===== config.mk =====
export PLATFORM = sky130hd
export DESIGN_NAME = lite_write_issuer
export DESIGN_NICKNAME = d
export VERILOG_FILES = /design/src/rtl/lwi_pkg.sv /design/src/rtl/lwi_rise_det.sv /design/src/rtl/lwi_chan_hold.sv /design/src/rtl/lwi_resp_stage.sv /design/src/rtl/lite_write_issuer.sv
export SDC_FILE = /design/constraint.sdc
export NUM_CORES = 1
export LEC_CHECK = 0
export CAP_MARGIN = 30
export CORE_MARGIN = 4
export CORE_UTILIZATION = 41
export CTS_CLUSTER_SIZE = 28
export DETAILED_ROUTE_END_ITERATION = 10
export PLACE_DENSITY = 0.92
export SKIP_CTS_REPAIR_TIMING = 1
export SYNTH_ARGS = -nofsm -noshare
export SYNTH_HDL_FRONTEND = slang
export SYNTH_SLANG_ARGS = --single-unit

===== constraint.sdc =====
create_clock -name clk -period 3.03 [get_ports clk]
set_clock_uncertainty 0.05 [all_clocks]
set_input_delay 0.606 -clock clk [delete_from_list [all_inputs] [get_ports clk]]
set_output_delay 0.606 -clock clk [all_outputs]
set_load 0.05 [all_outputs]

===== src/rtl/lwi_pkg.sv =====
package lwi_pkg;

    typedef enum logic [1:0] {
        PH_IDLE = 2'd0,
        PH_XFER = 2'd1,
        PH_RESP = 2'd2
    } phase_e;

    localparam logic [1:0] RESP_OKAY  = 2'b00;
    localparam logic [2:0] PROT_PLAIN = 3'b000;

    function automatic logic resp_failed(input logic [1:0] code);
        return code != RESP_OKAY;
    endfunction

endpackage


===== src/rtl/lwi_rise_det.sv =====
module lwi_rise_det (
    input  logic clk,
    input  logic rst,
    input  logic lvl,
    output logic pulse
);
    logic lvl_q;

    always_ff @(posedge clk) begin
        if (rst) lvl_q <= 1'b0;
        else     lvl_q <= lvl;
    end

    assign pulse = lvl & ~lvl_q;
endmodule


===== src/rtl/lwi_chan_hold.sv =====
module lwi_chan_hold #(
    parameter int W = 32
) (
    input  logic         clk,
    input  logic         rst,
    input  logic         launch,
    input  logic [W-1:0] payload_in,
    input  logic         ready,
    output logic         valid,
    output logic [W-1:0] payload,
    output logic         pending
);
    always_ff @(posedge clk) begin
        if (rst) begin
            valid   <= 1'b0;
            payload <= '0;
        end else if (launch) begin
            valid   <= 1'b1;
            payload <= payload_in;
        end else if (valid && ready) begin
            valid   <= 1'b0;
        end
    end

    assign pending = valid & ~ready;
endmodule


===== src/rtl/lwi_resp_stage.sv =====
module lwi_resp_stage
    import lwi_pkg::*;
(
    input  logic       clk,
    input  logic       rst,
    input  logic       arm,
    input  logic       bvalid,
    input  logic [1:0] bresp,
    output logic       bready,
    output logic       done,
    output logic       err
);
    always_ff @(posedge clk) begin
        if (rst) begin
            bready <= 1'b0;
            done   <= 1'b0;
            err    <= 1'b0;
        end else begin
            done <= 1'b0;
            if (arm) begin
                bready <= 1'b1;
            end else if (bready && bvalid) begin
                bready <= 1'b0;
                done   <= 1'b1;
                err    <= resp_failed(bresp);
            end
        end
    end
endmodule


===== src/rtl/lite_write_issuer.sv =====
module lite_write_issuer
    import lwi_pkg::*;
#(
    parameter int ADDR_W = 32,
    parameter int DATA_W = 32
) (
    input  logic                  clk,
    input  logic                  rst,
    input  logic                  start,
    input  logic [ADDR_W-1:0]     xlat_addr,
    input  logic [DATA_W-1:0]     fwd_data,
    output logic [ADDR_W-1:0]     m_awaddr,
    output logic [2:0]            m_awprot,
    output logic                  m_awvalid,
    input  logic                  m_awready,
    output logic [DATA_W-1:0]     m_wdata,
    output logic [DATA_W/8-1:0]   m_wstrb,
    output logic                  m_wvalid,
    input  logic                  m_wready,
    input  logic [1:0]            m_bresp,
    input  logic                  m_bvalid,
    output logic                  m_bready,
    output logic                  done,
    output logic                  err
);
    localparam int STRB_W = DATA_W / 8;

    phase_e phase;
    logic   edge_seen, launch, aw_left, w_left, chans_clear, resp_take;

    lwi_rise_det u_edge (
        .clk(clk), .rst(rst), .lvl(start), .pulse(edge_seen)
    );

    assign launch = edge_seen && (phase == PH_IDLE);

    lwi_chan_hold #(.W(ADDR_W)) u_aw (
        .clk(clk), .rst(rst), .launch(launch), .payload_in(xlat_addr),
        .ready(m_awready), .valid(m_awvalid), .payload(m_awaddr), .pending(aw_left)
    );

    lwi_chan_hold #(.W(DATA_W)) u_w (
        .clk(clk), .rst(rst), .launch(launch), .payload_in(fwd_data),
        .ready(m_wready), .valid(m_wvalid), .payload(m_wdata), .pending(w_left)
    );

    assign chans_clear = (phase == PH_XFER) && !aw_left && !w_left;
    assign resp_take   = (phase == PH_RESP) && m_bready && m_bvalid;

    lwi_resp_stage u_resp (
        .clk(clk), .rst(rst), .arm(chans_clear), .bvalid(m_bvalid),
        .bresp(m_bresp), .bready(m_bready), .done(done), .err(err)
    );

    always_ff @(posedge clk) begin
        if (rst) begin
            phase <= PH_IDLE;
        end else begin
            unique case (phase)
                PH_IDLE: if (launch)      phase <= PH_XFER;
                PH_XFER: if (chans_clear) phase <= PH_RESP;
                PH_RESP: if (resp_take)   phase <= PH_IDLE;
                default:                  phase <= PH_IDLE;
            endcase
        end
    end

    assign m_awprot = PROT_PLAIN;
    assign m_wstrb  = {STRB_W{1'b1}};
endmodule


# ---- Word level (Yosys, flattened, before mapping)
# Index checks and enable logic that the tools add are counted.
dict set report totals {
  elab_cells 50
  output_inout_bits 76
  ff_bits 72
  inputBits 72
}
dict set report op_classes {
  bitwise_logic 7
  n_eq_ne 5
  n_reduce_logical 18
  mux 11
}
# cell n
set ops {}
lappend ops {{logical AND 1 bit} 8}
lappend ops {{nonzero test 2 bit} 4}
lappend ops {{2-to-1 mux 1 bit} 7}
lappend ops {{2-to-1 mux 2 bit} 3}
lappend ops {{inequality test 2 bit, second input constant} 3}
lappend ops {{case mux 2 bit (3 select lines)} 1}
lappend ops {{inverter 1 bit} 4}
lappend ops {{bitwise AND 1 bit} 3}
lappend ops {{AND reduction 3 bit} 1}
lappend ops {{equality test 2 x 1 -> 1 bit, second input constant} 1}
lappend ops {{equality test 2 bit, second input constant} 1}
lappend ops {{logical NOT 1 bit} 2}
lappend ops {{logical NOT 2 bit} 1}
lappend ops {{AND reduction 2 bit} 1}
lappend ops {{OR reduction 2 bit} 1}

# ---- Depth between registers and ports, before layout
# Gate-level depths: netlist of run 1.
dict set report logic_depth {
  ltp_word 7
  ltp_mapped 5
  mapped_depth_nobuf 3
}

# ---- By module
# Synthesis of run 1 repeated with hierarchy kept, for this count alone.
dict set report unflattened {
  hier_cells 247
  hier_area_um2 2753.9
}
# mod seq_area_each_um2 area_per_inst_um2 cells_each n_inst
set modules_own_cells {}
lappend modules_own_cells {lwi_chan_hold 660.6 1212.4 107 2}
lappend modules_own_cells {lite_write_issuer 40.0 158.9 19 1}
lappend modules_own_cells {lwi_resp_stage 60.1 122.6 11 1}
lappend modules_own_cells {lwi_rise_det 20.0 47.5 3 1}

# ---- Least setup slack after synthesis of run 1
# OpenSTA, ideal clock, no wires.
dict set report synth_timing {
  path_type {input to register}
  startpoint {in start}
  endpoint {reg u_aw.payload[0]}
  arrival_time_ns 1.507
  path_stages 5
  setup_slack_ns 1.340
  t_required_ns 2.848
  path_buffers 2
  path_cell_list {or4b_1 > buf_2 > buf_6 > nand2_1 > a21oi_1}
}
dict set report synth_between {
  elab_chain_len 2
}
# element line_no
set synth_lines {}
lappend synth_lines {{start: declaration} lite_write_issuer.sv:9} ;# input logic start,
lappend synth_lines {{bitwise AND 1 bit} lwi_rise_det.sv:14} ;# assign pulse = lvl & ~lvl_q;
lappend synth_lines {{logical AND 1 bit} lite_write_issuer.sv:35} ;# assign launch = edge_seen && (phase == PH_IDLE);
lappend synth_lines {{end signal: assignment} lwi_chan_hold.sv:19} ;# payload <= payload_in;
lappend synth_lines {{end: declaration} lwi_chan_hold.sv:10} ;# output logic [W-1:0] payload,
# No other way between the ends.
# A chain may end at the register's enable or synchronous reset.

# ---- Final worst setup path of run 1
dict set report layout_timing {
  startpoint {reg u_resp.bready}
  endpoint {out m_bready}
}
# element line_no
set layout_lines {}
lappend layout_lines {{start: declaration} lwi_resp_stage.sv:9} ;# output logic bready,
lappend layout_lines {{start signal: assignment} lwi_resp_stage.sv:15} ;# bready <= 1'b0;
lappend layout_lines {{start signal: assignment} lwi_resp_stage.sv:21} ;# bready <= 1'b1;
lappend layout_lines {{start signal: assignment} lwi_resp_stage.sv:23} ;# bready <= 1'b0;
lappend layout_lines {{end: declaration} lite_write_issuer.sv:22} ;# output logic m_bready,
# No word-level cell between the ends.

==> impl_metrics.toml, run 1 <==
[global_route]
met3_usage = 0.0624
overflow = 0
grt_pass1_wl_microns = 11300
grt_usage = 0.186
grt_max_degree = 67
use_met2 = 0.339
antenna_found_initial = 0
grt_util_met1 = 0.201
grt_pass1_vias = 2444
top_usage_layer = "met2"

[routing]
wl_microns = 7160
drc_errors = 0
vias = 2484
first_iter_violations = 60
first_pass_iters = 4
routedWlPerCell_microns = 13.6
ant_nets = 0
vias_per_cell = 4.72

[critical_path]
cp_cell_sequence = "clkdlybuf4s50_1"
critPathLaunchType = "flip-flop"
crit_fanout = 4
critical_path.endpoint_type = "output pin"
critPathRequiredTime_ps = 2370
max_stage_delay_ps = 850
arrival_ps = 1540
path_buf_inv = 1
crit_path_top_delay_cell = "clkdlybuf4s50_1"
criticalPathCategory = "reg2out"
crit_family = "buffers and inverters"

[floorplan]
fp.dieH_microns = 87.4
ios = 148
initial_core_util = 0.429
dieArea_sq_um = 7630
rows = 28
die_w_microns = 87.4
design.core.area_sq_um = 6030

[clocking]
cts_tree = "built"
cts-root-buf = "clkbuf_8"
clkTransAtPathRegs_ps = 70
clock_sinks = 72
cts_made_buffers = 9
cts_max_level = 3
clkLatencyLatePin_ps = 310
cts_buffer_depth = 2

[synthesis]
synth_cell_type_count = 21
ys_seq_area_frac = 0.558
muxShareOfSynthArea = 0
synthCells = 318
synth.avg_cell_area_sq_um = 8.12
synth.top_cell.area_share = 0.558
synthesis.area_sq_um = 2580
synth_compound_area_frac = 0.150
yosys_warnings = 0
yosys.area_share.adder = 0
synth_top_family_by_area = "simple AND/OR/NAND/NOR gates"
synthXorXnorAreaFrac = 0
synth_top_cell_by_area = "dfxtp_1"
ys_ff_latch = 72
yosys.area_share.simple = 0.216
synthTopCellsByArea = "dfxtp_1, nand2_1, a21oi_1"

[final_layout]
fin_area_sq_um = 4110
antenna_cells = 0
final_common_cell = "clkdlybuf4s50_1"
nets = 521
multi_input_area_sq_um = 976
drive_above_1_share = 0.0443
nFillCells = 508
synthToLayoutAreaGrowth_pct = 59.3
final_cell_mix = "clkdlybuf4s50_1, nand2_1, dfxtp_1, a21oi_1, clkbuf_8"
layout.core_utilization = 0.683
seq_area_sq_um = 1440

[placed_design]
port_buffers = 140
hpwl_microns = 5290
globalplace.congestion = 0.734
placed_area_sq_um = 3950
place_ws_ps = 529

[sta]
holdWs_ps = 404
slew_headroom = 0.472
max_freq_mhz = 455
grt_setup_unrepaired = "no"
tightest_slew_ps = 792
slew_violations = 0
fin_crit_sh = 0.726
tns_ps = 0
setup-violations-final = 0
fin_crit_ps = 2200
finalHoldViolations = 0
setup_slack_ps = 830

[power_and_ir_drop]
p_leak_uw = 0.00151
power_density_nw_per_um2 = 552
ir_drop_mv = 0.293

[min_path]
hold_class = "reg2reg"

[run_status]
outcome = "finished clean"

[flow_run]
maxCapViolations = 0
[final cells by class]
cell class	instances	area share
inverter	1	0.000912
clock buffer	12	0.0377
timing repair buffer	144	0.350
multi-input combinational	221	0.237
sequential	72	0.350
clock inverter	1	0.00122
tap	75	0.0228
[path summary, 6_finish.rpt]
path,start,end,slack [ps],cells past startpoint
setup / recovery,u_resp.bready,m_bready,830,1
hold / removal,u_w.payload[3],u_w.payload[3],400,2
setup reg to reg,phase[0],u_aw.payload[26],1200,4
hold reg to reg,u_w.payload[3],u_w.payload[3],400,2
[per-layer routing]
layer,part of all wire,up-vias,routed length [microns]
met5,0,-,0
met4,0.011,0,81
met3,0.083,8,592
met2,0.52,81,3740
met1,0.38,1132,2750
li1,-,1263,-
[state kept, by name, summed over array words and instances, names as in the netlist]
register / count
u_aw.payload: 32
u_w.payload: 32
phase: 2
u_aw.valid: 1
u_edge.lvl_q: 1
u_resp.bready: 1
u_resp.done: 1
u_resp.err: 1
u_w.valid: 1
[cell families after synthesis]
family                 count (synthesis)
other                                  2
flip-flops                            72
AO/OA/AOI/OAI                         74
buffers and inverters                 30
AND/OR/NAND/NOR                      140
[where the power goes]
part	switching, uW	internal [uW]
logic	373	225
registers	32.7	1010
clock network	305	328
[through the flow]
stage          power [uW]  instances
4_1_cts              2290        526
3_3_place_gp         1650        513
5_1_grt              2380        526
6_report             2270        526
2_1_floorplan        1440        323
3_5_place_dp         1660        513
[synthesized netlist by cell type]
| cell type | n |
|---|---|
| a41o_1 | 1 |
| o21ba_2 | 1 |
| a21boi_0 | 1 |
| or4b_1 | 1 |
| clkbuf_1 | 11 |
| buf_4 | 12 |
| nand3b_1 | 1 |
| nor4b_1 | 1 |
| a211oi_1 | 1 |
| nand2_1 | 129 |
| buf_2 | 2 |
| nor2_1 | 1 |
| conb_1 | 2 |
| buf_6 | 4 |
| a21oi_1 | 69 |
| nand3_1 | 1 |
| dfxtp_1 | 72 |
| nor2b_1 | 3 |
| nand2b_1 | 3 |
| a31oi_1 | 1 |
| inv_1 | 1 |
No activity file was read; power rests on OpenSTA's default activity.
==> run 2, diff against run 1 <==
--- a/config.mk
+++ b/config.mk
@@ -7,10 +7,10 @@
 export LEC_CHECK = 0
 export CAP_MARGIN = 30
 export CORE_MARGIN = 4
-export CORE_UTILIZATION = 41
+export CORE_UTILIZATION = 38
 export CTS_CLUSTER_SIZE = 28
 export DETAILED_ROUTE_END_ITERATION = 10
-export PLACE_DENSITY = 0.92
+export PLACE_DENSITY = 0.86
 export SKIP_CTS_REPAIR_TIMING = 1
 export SYNTH_ARGS = -nofsm -noshare
 export SYNTH_HDL_FRONTEND = slang
==> constraint.sdc (replaced) <==
create_clock -name clk -period 2.1 [get_ports clk]
set_clock_uncertainty 0.05 [all_clocks]
set_input_delay 0.42 -clock clk [delete_from_list [all_inputs] [get_ports clk]]
set_output_delay 0.42 -clock clk [all_outputs]
set_load 0.05 [all_outputs]
==> impl_metrics.toml, run 2 (synthesis gave the netlist of run 1 again) <==
[global_route]
grt_pass1_vias = 2471
grt_pass1_wl_microns = 11400
grt_max_degree = 38
antenna_found_initial = 0
overflow = 0
grt_usage = 0.170

[placed_design]
hpwl_microns = 5260
place_ws_ps = -64.8
port_buffers = 140
globalplace.congestion = 0.727

[power_and_ir_drop]
p_leak_uw = 0.00154
power_density_nw_per_um2 = 846
ir_drop_mv = 0.419

[critical_path]
critPathRequiredTime_ps = 1630
max_stage_delay_ps = 830
crit_path_top_delay_cell = "clkdlybuf4s50_1"
cp_cell_sequence = "clkdlybuf4s50_1"
arrival_ps = 1560
crit_path_start = "u_resp.bready"
critical_path.endpoint_type = "output pin"
r2r_end = "u_aw.payload[7]"
regToRegSetupSlack_ps = 470
crit_family = "buffers and inverters"
critPathLaunchType = "flip-flop"
rr_startpoint = "phase[0]"
criticalPathCategory = "reg2out"
crit_fanout = 4
worstRegToRegCells = 4
cp.depth = 1
endpoint = "m_bready"
path_buf_inv = 1

[routing]
drc_errors = 0
first_pass_iters = 4
first_iter_violations = 88
vias = 2543
ant_nets = 0
wl_microns = 7060
vias_per_cell = 4.76
routedWlPerCell_microns = 13.2

[floorplan]
design.core.area_sq_um = 6460
initial_core_util = 0.400
ios = 148
die_w_microns = 90.4
rows = 29
dieArea_sq_um = 8180
fp.dieH_microns = 90.4

[sta]
setup-violations-final = 0
finalHoldViolations = 0
fin_crit_sh = 0.966
slew_violations = 0
tightest_slew_ps = 536
slew_headroom = 0.641
setup_slack_ps = 72.2
fin_crit_ps = 2030
tns_ps = 0
max_freq_mhz = 493
grt_setup_unrepaired = "no"

[clocking]
cts_tree = "built"
cts_buffer_depth = 2
clkTransAtPathRegs_ps = 70
clkLatencyLatePin_ps = 320
cts_max_level = 3
clock_sinks = 72
cts_made_buffers = 9
cts-root-buf = "clkbuf_8"

[final_layout]
layout.core_utilization = 0.647
nets = 524
top_regs = "u_aw.payload: 32 flops, u_w.payload: 32 flops, phase: 2 flops"
final_common_cell = "clkdlybuf4s50_1"
drive_above_1_share = 0.0525
synthToLayoutAreaGrowth_pct = 61.9
antenna_cells = 0
final_cell_mix = "clkdlybuf4s50_1, nand2_1, dfxtp_1, a21oi_1, clkbuf_8"

[flow_run]
maxCapViolations = 0

[min_path]
hold_class = "reg2reg"

[run_status]
outcome = "finished clean"
[run 2: cell count changes in the layout (fill, tap and decap cells not counted)]
cell,delta
clkbuf_1,+2
clkbuf_8,-1
buf_12,-1
buf_4,+4
bufinv_16,+2
[run 2: power breakdown]
part	internal (uW)	switching (uW)
clock network	702	468
registers	1460	46.6
logic	327	535
[run 2: worst min-delay path by stage]
stage | slack [ps] | from | endpoint | depth (start not counted)
2_1_floorplan | 430 | phase[1] | phase[1] | 2
3_3_place_gp | 390 | u_aw.payload[30] | u_aw.payload[30] | 2
3_5_place_dp | 400 | u_w.payload[25] | u_w.payload[25] | 2
4_1_cts | 400 | u_w.payload[25] | u_w.payload[25] | 2
5_1_grt | 420 | u_w.payload[7] | u_w.payload[7] | 2
6_report | 400 | u_w.payload[25] | u_w.payload[25] | 2
[run 2: cell type report]
class                   instances  area (sq um)
clock buffers                  13           149
inverters                       1          3.75
fillers                       576          2280
clock inverters                 3          65.1
repair buffers                147          1450
flip-flops and latches         72          1440
well taps                      77          96.3
multi-input cells             221           976
[run 2: per-stage QoR]
step                      power [uW]  cells  hold slack (ps)  cell area (sq um)
after detailed placement        2400    518              396               3970
after floorplan                 2080    323              434               2600
after CTS                       3570    534              405               4180
after global routing            3670    534              418               4180
after global placement          2390    518              392               3970
final                           3540    534              404               4180
[run 2: routing by layer]
layer / vias up / wire [microns] / global-route usage
met3: 14 / 434 / 0.0433
met4: 0 / 186 / 0.0931
met2: 92 / 3620 / 0.299
li1: 1277 / - / -
met5: - / 0 / 0
met1: 1160 / 2820 / 0.188
==> run 3, diff against run 2 <==
--- a/config.mk
+++ b/config.mk
@@ -10,6 +10,7 @@
 export CORE_UTILIZATION = 38
 export CTS_CLUSTER_SIZE = 28
 export DETAILED_ROUTE_END_ITERATION = 10
+export GPL_ROUTABILITY_DRIVEN = 0
 export PLACE_DENSITY = 0.86
 export SKIP_CTS_REPAIR_TIMING = 1
 export SYNTH_ARGS = -nofsm -noshare
==> constraint.sdc (replaced) <==
create_clock -name clk -period 2.05 [get_ports clk]
set_clock_uncertainty 0.05 [all_clocks]
set_input_delay 0.41 -clock clk [delete_from_list [all_inputs] [get_ports clk]]
set_output_delay 0.41 -clock clk [all_outputs]
set_load 0.05 [all_outputs]
==> impl_metrics.toml, run 3 (synthesis gave the netlist of run 1 again) <==
[sta]
grt_setup_unrepaired = "no"
max_freq_mhz = 513
slew_headroom = 0.643
finalHoldViolations = 0
slew_violations = 0
fin_crit_ps = 1950
tightest_slew_ps = 534
fin_crit_sh = 0.952
setup_slack_ps = 99.0
setup-violations-final = 0

[critical_path]
path_buf_inv = 1
critPathRequiredTime_ps = 1590
crit_fanout = 3
arrival_ps = 1490
critical_path.endpoint_type = "output pin"
crit_family = "buffers and inverters"
cp_cell_sequence = "clkdlybuf4s50_1"
max_stage_delay_ps = 810
crit_path_start = "u_resp.err"
criticalPathCategory = "reg2out"
rr_startpoint = "phase[0]"
critPathLaunchType = "flip-flop"
crit_path_top_delay_cell = "clkdlybuf4s50_1"

[flow_run]
maxCapViolations = 0

[routing]
vias_per_cell = 4.72
drc_errors = 0
routedWlPerCell_microns = 13.6
first_iter_violations = 103
first_pass_iters = 4
ant_nets = 0
vias = 2531
wl_microns = 7310

[floorplan]
rows = 29
design.core.area_sq_um = 6460
fp.dieH_microns = 90.4
dieArea_sq_um = 8180
ios = 148
initial_core_util = 0.400
die_w_microns = 90.4

[global_route]
overflow = 0
antenna_found_initial = 0
grt_pass1_wl_microns = 11700
grt_pass1_vias = 2540
grt_max_degree = 31
grt_usage = 0.173

[power_and_ir_drop]
power_density_nw_per_um2 = 810
ir_drop_mv = 0.450
swShare = 0.317
switching_power_uw = 1070
p_total_uw = 3370
p_clk_frac = 0.277
power.internal_uw = 2300
p_leak_uw = 0.00156
seq_power_share = 0.457
combPwrFrac = 0.266

[final_layout]
antenna_cells = 0
final_cell_mix = "clkdlybuf4s50_1, nand2_1, dfxtp_1, a21oi_1, clkbuf_8"
nFillCells = 554
fin_area_sq_um = 4160
fin_cells = 536
layout.core_utilization = 0.644
multi_input_area_sq_um = 976
final_common_cell = "clkdlybuf4s50_1"
drive_above_1_share = 0.0588
nets = 526
seq_area_sq_um = 1440
top_regs = "u_aw.payload: 32 flops, u_w.payload: 32 flops, phase: 2 flops"
synthToLayoutAreaGrowth_pct = 61.1

[placed_design]
port_buffers = 140
placed_area_sq_um = 3990
placed_cells = 520
hpwl_microns = 5570
place_ws_ps = -114

[clocking]
cts_buffer_depth = 2
cts_tree = "built"
clkTransAtPathRegs_ps = 70
clkLatencyLatePin_ps = 320
cts_max_level = 3
clock_sinks = 72
cts_made_buffers = 9
cts-root-buf = "clkbuf_8"

[min_path]
hp-start = "u_w.payload[20]"
hold_class = "reg2reg"

[run_status]
outcome = "finished clean"
run 3: cell count changes in the layout (fill, tap and decap cells not counted):
cell | previous run | this run
buf_12 | 0 | 1
buf_4 | 7 | 8
bufinv_16 | 2 | 0
clkbuf_1 | 3 | 2
clkdlybuf4s50_1 | 139 | 138
clkinv_2 | 1 | 4
dlymetal6s2s_1 | 0 | 1
run 3: per-layer routing:
layer  GRT usage  part of all wire  up-vias
li1            -                 -     1278
met5           0                 0        -
met3      0.0417             0.057        8
met2       0.326              0.54       83
met1       0.179              0.38     1162
met4      0.0829             0.016        0
run 3: cell type report:
| cell class | instances | share of cell area |
|---|---|---|
| tap | 77 | 0.0232 |
| sequential | 72 | 0.346 |
| multi-input combinational | 221 | 0.235 |
| timing repair buffer | 149 | 0.355 |
| clock buffer | 12 | 0.0349 |
| clock inverter | 4 | 0.00481 |
| inverter | 1 | 0.000902 |
run 3: power by group through the flow:
stage / logic (uW) / clock network (uW) / registers [uW]
global route: 948 / 1020 / 1550
CTS: 905 / 970 / 1540
finish: 897 / 933 / 1540
detailed placement: 903 / 0 / 1570
floorplan: 253 / 0 / 1870
global placement: 889 / 0 / 1570
run 3: final timing paths:
kind | end | slack, ps | depth (start not counted)
setup reg to reg | u_aw.payload[14] | 390 | 4
setup / recovery | err | 100 | 1
hold / removal | u_w.payload[20] | 400 | 2
hold reg to reg | u_w.payload[20] | 400 | 2
run 3: through the flow:
stage / setup TNS, ps / hold slack (ps)
finish: 0 / 404
global placement: -3230 / 392
CTS: 0 / 406
detailed placement: -4610 / 396
global route: 0 / 425
floorplan: 0 / 434
